[config.mk]
export PLATFORM = sky130hd
export DESIGN_NAME = serial_rx_unit
export DESIGN_NICKNAME = d
export VERILOG_FILES = /design/src/rtl/serial_rx_pkg.sv /design/src/rtl/serial_rx_sync.sv /design/src/rtl/serial_rx_framer.sv /design/src/rtl/serial_rx_holdbuf.sv /design/src/rtl/serial_rx_unit.sv
export SDC_FILE = /design/constraint.sdc
export NUM_CORES = 1
export LEC_CHECK = 0
export BUFFER_PORTS_ARGS = -buffer_cell sky130_fd_sc_hd__buf_2
export CORE_MARGIN = 8
export CORE_UTILIZATION = 60
export DETAILED_ROUTE_END_ITERATION = 8
export PLACE_DENSITY = 0.87
export REMOVE_ABC_BUFFERS = 1
export SLEW_MARGIN = 20
export SYNTH_ARGS = -nofsm -noshare
export SYNTH_HDL_FRONTEND = slang
export SYNTH_SLANG_ARGS = --single-unit
[constraint.sdc]
create_clock -name clk -period 2.8 [get_ports clk]
set_input_delay 0.28 -clock clk [delete_from_list [all_inputs] [get_ports clk]]
set_output_delay 0.28 -clock clk [all_outputs]
set_load 0.02 [all_outputs]
[src/rtl/serial_rx_pkg.sv]
package serial_rx_pkg;

    localparam int CHAR_W = 8;

    typedef enum logic [2:0] {
        RX_IDLE,
        RX_START,
        RX_DATA,
        RX_PARITY,
        RX_STOP1,
        RX_STOP2
    } rx_state_e;

    typedef struct packed {
        logic [CHAR_W-1:0] data;
        logic              par_bad;
        logic              frm_bad;
    } rx_char_t;

    // index of the last data bit for the chosen character length
    function automatic logic [3:0] last_data_idx(input logic len8);
        return len8 ? 4'd7 : 4'd6;
    endfunction

    // right-aligned character from the LSB-first shift register
    function automatic logic [CHAR_W-1:0] align_char(input logic len8,
                                                     input logic [CHAR_W-1:0] sr);
        return len8 ? sr : {1'b0, sr[CHAR_W-1:1]};
    endfunction

endpackage

[src/rtl/serial_rx_sync.sv]
module serial_rx_sync #(
    parameter int STAGES = 2
) (
    input  logic clk,
    input  logic rst,
    input  logic din,
    output logic dout
);
    localparam int N = (STAGES < 1) ? 1 : STAGES;

    logic [N-1:0] q;

    generate
        if (N == 1) begin : g_one
            always_ff @(posedge clk) begin
                if (rst) q <= 1'b1;
                else     q <= din;
            end
        end else begin : g_chain
            always_ff @(posedge clk) begin
                if (rst) q <= '1;
                else     q <= {q[N-2:0], din};
            end
        end
    endgenerate

    assign dout = q[N-1];
endmodule

[src/rtl/serial_rx_framer.sv]
module serial_rx_framer
    import serial_rx_pkg::*;
#(
    parameter int OS_RATE = 16
) (
    input  logic     clk,
    input  logic     rst,
    input  logic     tick,
    input  logic     line,
    input  logic     len8,
    input  logic     par_en,
    input  logic     par_odd,
    input  logic     stop2,
    output logic     done,
    output rx_char_t chr
);
    localparam int CW = (OS_RATE > 2) ? $clog2(OS_RATE) : 1;
    localparam logic [CW-1:0] MID_LAST = CW'(OS_RATE / 2 - 1);
    localparam logic [CW-1:0] BIT_LAST = CW'(OS_RATE - 1);

    rx_state_e         st;
    logic [CW-1:0]     cnt;
    logic [3:0]        nbit;
    logic [CHAR_W-1:0] sr;
    logic              acc;
    logic              at_bit;

    // one full bit period has elapsed since the previous sample
    always_comb at_bit = tick && (cnt == BIT_LAST);

    always_ff @(posedge clk) begin
        if (rst) begin
            st   <= RX_IDLE;
            cnt  <= '0;
            nbit <= '0;
            sr   <= '0;
            acc  <= 1'b0;
            done <= 1'b0;
            chr  <= '0;
        end else begin
            done <= 1'b0;
            if (tick && st != RX_IDLE && !at_bit && !(st == RX_START && cnt == MID_LAST))
                cnt <= cnt + CW'(1);
            unique case (st)
                RX_IDLE: begin
                    if (tick && !line) begin
                        st  <= RX_START;
                        cnt <= '0;
                    end
                end
                RX_START: begin
                    if (tick && cnt == MID_LAST) begin
                        cnt <= '0;
                        if (!line) begin
                            st   <= RX_DATA;
                            nbit <= '0;
                            acc  <= 1'b0;
                        end else begin
                            st <= RX_IDLE;
                        end
                    end
                end
                RX_DATA: begin
                    if (at_bit) begin
                        cnt  <= '0;
                        sr   <= {line, sr[CHAR_W-1:1]};
                        acc  <= acc ^ line;
                        nbit <= nbit + 4'd1;
                        if (nbit == last_data_idx(len8))
                            st <= par_en ? RX_PARITY : RX_STOP1;
                    end
                end
                RX_PARITY: begin
                    if (at_bit) begin
                        cnt <= '0;
                        acc <= acc ^ line;
                        st  <= RX_STOP1;
                    end
                end
                RX_STOP1: begin
                    if (at_bit) begin
                        cnt         <= '0;
                        done        <= 1'b1;
                        chr.data    <= align_char(len8, sr);
                        chr.par_bad <= par_en && (acc ^ par_odd);
                        chr.frm_bad <= !line;
                        st          <= stop2 ? RX_STOP2 : RX_IDLE;
                    end
                end
                RX_STOP2: begin
                    if (at_bit) begin
                        cnt <= '0;
                        st  <= RX_IDLE;
                    end
                end
                default: st <= RX_IDLE;
            endcase
        end
    end
endmodule

[src/rtl/serial_rx_holdbuf.sv]
module serial_rx_holdbuf
    import serial_rx_pkg::*;
(
    input  logic              clk,
    input  logic              rst,
    input  logic              done,
    input  rx_char_t          chr,
    input  logic              rd_strobe,
    input  logic              err_clr,
    output logic [CHAR_W-1:0] data,
    output logic              full,
    output logic              irq,
    output logic              ovr,
    output logic              par,
    output logic              frm
);
    always_ff @(posedge clk) begin
        if (rst) begin
            data <= '0;
            full <= 1'b0;
            irq  <= 1'b0;
            ovr  <= 1'b0;
            par  <= 1'b0;
            frm  <= 1'b0;
        end else begin
            irq <= 1'b0;
            if (rd_strobe) full <= 1'b0;
            if (err_clr) begin
                ovr <= 1'b0;
                par <= 1'b0;
                frm <= 1'b0;
            end
            if (done) begin
                if (chr.par_bad) par <= 1'b1;
                if (chr.frm_bad) frm <= 1'b1;
                if (full) begin
                    ovr <= 1'b1;
                end else begin
                    data <= chr.data;
                    full <= 1'b1;
                    irq  <= 1'b1;
                end
            end
        end
    end
endmodule

[src/rtl/serial_rx_unit.sv]
module serial_rx_unit
    import serial_rx_pkg::*;
#(
    parameter int OS_RATE     = 16,
    parameter int SYNC_STAGES = 2
) (
    input  logic        clk,
    input  logic        rst,
    input  logic        tick16,
    input  logic        rx_in,
    input  logic        cfg_len8,
    input  logic        cfg_par_en,
    input  logic        cfg_par_odd,
    input  logic        cfg_stop2,
    input  logic        rd_strobe,
    input  logic        err_clr,
    output logic [7:0]  rx_data,
    output logic        rx_full,
    output logic        rx_irq,
    output logic        err_overrun,
    output logic        err_parity,
    output logic        err_frame
);
    logic     line_s;
    logic     chr_done;
    rx_char_t chr;

    serial_rx_sync #(.STAGES(SYNC_STAGES)) u_sync (
        .clk  (clk),
        .rst  (rst),
        .din  (rx_in),
        .dout (line_s)
    );

    serial_rx_framer #(.OS_RATE(OS_RATE)) u_framer (
        .clk     (clk),
        .rst     (rst),
        .tick    (tick16),
        .line    (line_s),
        .len8    (cfg_len8),
        .par_en  (cfg_par_en),
        .par_odd (cfg_par_odd),
        .stop2   (cfg_stop2),
        .done    (chr_done),
        .chr     (chr)
    );

    serial_rx_holdbuf u_buf (
        .clk       (clk),
        .rst       (rst),
        .done      (chr_done),
        .chr       (chr),
        .rd_strobe (rd_strobe),
        .err_clr   (err_clr),
        .data      (rx_data),
        .full      (rx_full),
        .irq       (rx_irq),
        .ovr       (err_overrun),
        .par       (err_parity),
        .frm       (err_frame)
    );
endmodule

==> run metrics <==
status completed; Reg-to-Reg Start u_framer.cnt[0]$_SDFF_PP0_; metal3 WL 205 microns; Avg WL per Cell approximately 12 microns; Worst Setup End Kind flop; post-synthesis async set-or-reset flop share 0%; number of synthesized register bits 46; layout cells sized above 1 16.9%; top cells by area, synth dfxtp_1, nand2_1, a21oi_1; Final #Nets about 270; area of the mapped netlist 0.00205 sq mm; Total GRT Usage 14.6%; Fin. Hold Viols 0; CTS tree built; cts repair resizes 0; Final setup violation count 0; pin count of the biggest net entering global routing 24; maxcap violations 0; worst hold start rx_in; Register Area 921 sq um; Post-CTS Setup Bufs 0; initial antenna violation count 0; Yosys warnings 0; ant diodes 0; Worst Path Required 3.08 ns; antenna-violating nets left 0; worst endpoint data arrival time 2.10 ns; Iter 0 DRT Violations ~120; Synth-to-Final Area Change 9.10%; Period Utilization, post-route 64.9%; DR WL met2 1.69 mm; cells after synthesis 236; Starting Density 61.9%; vias in the first global route 1499; post-synthesis average cell area 8.68 sq um; Max VDD drop approximately 0.00022 V; multi-input logic area between 0.001 and 0.0015 sq mm; worst hold margin 0.104 ns; CP startpoint u_framer.cnt[0]$_SDFF_PP0_; Synth cell types 45; Clk pin slew, worst setup/hold paths 0.14 ns; vias per inst 5.46; Fill cells approximately 280; H-tree depth 2; setup total negative slack 0 ns; minimum clock period 1.82 ns; Min-Delay Path Class input port to flop; maximum root-to-sink buffer count 2; worst slew pin tran around 0.58 ns; Slew Limit Fails 0; via count 1639; leakage 0.806 nW; CP Class flop to flop; Design Power 1.10 mW; gr ovfl total 0; Post-synth EDFFs 0; skew final 0.0106 ns; root buf cell clkbuf_4; fmax around 550 MHz; count leader, synth dfxtp_1; I/O Buffers 22; Synth area leader dfxtp_1; Seq/Total Area, Yosys 44.9%; clock sink total between 40 and 50; Synth top area share between 40% and 50%; dpl hpwl between 2 and 3 mm; GPL Wtd Cong 0.842; Placed Instances roughly 290; TritonRoute pass-1 iters 4; die area 0.00554 sq mm; Die W 74.4 microns; Slew HR around three fifths; row count 21; worst skew pair latency 0.36 ns; RSZ-0062 raised after global routing no; max layer used met4; Met1 Wirelength 1.74 mm; first-pass GRT wire length 6.49 mm; ys flop type dfxtp_1; WL final 3.70 mm; TritonCTS buffer count 5; drt drc 0; CP Max Fanout 16; Finished Layout Cells 300; die height 74.4 microns; PD cells roughly 500 mW/mm^2; Hold Buf Count CTS 0; core footprint 0.00331 sq mm; Core Util, Final 67.5%; Worst setup SP type flop; Post-synth top cells dfxtp_1, nand2_1, a21oi_1; Top Ports 23
[per-stage QoR]
step,setup slack (ns),cell area (sq um)
4_1_cts,0.966,2240
6_report,0.981,2240
5_1_grt,0.740,2240
2_1_floorplan,1.22,1980
3_5_place_dp,1.00,2150
3_3_place_gp,1.07,2150
[sequential cells by signal, indices dropped and copies added (netlist names)]
register / flops
u_framer.chr: 10
u_buf.data: 8
u_framer.sr: 8
u_framer.cnt: 4
u_framer.nbit: 4
u_framer.st: 3
u_sync.q: 2
u_buf.frm: 1
u_buf.full: 1
u_buf.irq: 1
u_buf.ovr: 1
u_buf.par: 1
u_framer.acc: 1
u_framer.done: 1
[layout make-up]
class                      instances  share of cell area [%]
multi-input combinational        169                    46.0
sequential                        46                    41.2
timing repair buffer              23                    5.26
clock inverter                     3                    1.96
inverter                           8                    1.34
tap                               46                    2.57
clock buffer                       5                    1.68
[cell usage in the layout, fill, tap and decap left out, drive strengths merged, types with 2 or more instances in the layout]
| master | instances |
|---|---|
| dfxtp | 46 |
| nand2 | 39 |
| a21oi | 26 |
| nor2 | 23 |
| buf | 23 |
| a211oi | 11 |
| inv | 9 |
| nand3 | 8 |
| mux2i | 7 |
| nand2b | 6 |
| nor3 | 6 |
| clkbuf | 5 |
| o22ai | 4 |
| ha | 4 |
| xor2 | 3 |
| a22oi | 3 |
| o31ai | 3 |
| o21ai | 3 |
| nand4b | 2 |
| o21a | 2 |
| or2 | 2 |
| and3 | 2 |
| o2111ai | 2 |
| nor4 | 2 |
[routing by layer]
metal | vias to the layer above | track usage, %
li1 | 861 | -
met5 | - | 0
met3 | 6 | 3.77
met4 | 0 | 5.43
met2 | 34 | 23.7
met1 | 738 | 17.9
[power by group]
group	total [mW]	internal [mW]	switching (mW)
clock network	0.403	0.190	0.213
logic	0.0362	0.0127	0.0235
registers	0.661	0.657	0.00396
[worst max-delay path: stages (launching register included)]
cell and delay (ns):
dfxtp_1 0.39, ha_1 0.30, nand4_4 0.21, nor3_4 0.52, nor2_1 0.09, a211oi_1 0.22
[cells by family (layout without fill, tap and decap cells)]
group	after synthesis	in the layout	synth area share, %
adders and majority gates	4	4	2.44
buffers and inverters	21	39	4.88
and+or+nand+nor	96	96	23.6
xor gates and xnor gates	4	4	1.71
muxes	7	7	3.42
AOI/OAI and AO/OA	58	58	19.0
DFF	46	46	44.9
[final timing paths]
path	end	slack, ns	depth (start not counted)
max	u_framer.chr[5]$_SDFFE_PP0P_	0.98	5
min reg2reg	u_sync.q[1]$_SDFF_PP1_	0.41	1
max reg2reg	u_framer.chr[5]$_SDFFE_PP0P_	0.98	5
min	u_sync.q[0]$_SDFF_PP1_	0.10	2
(Power assumes the default switching activity.)
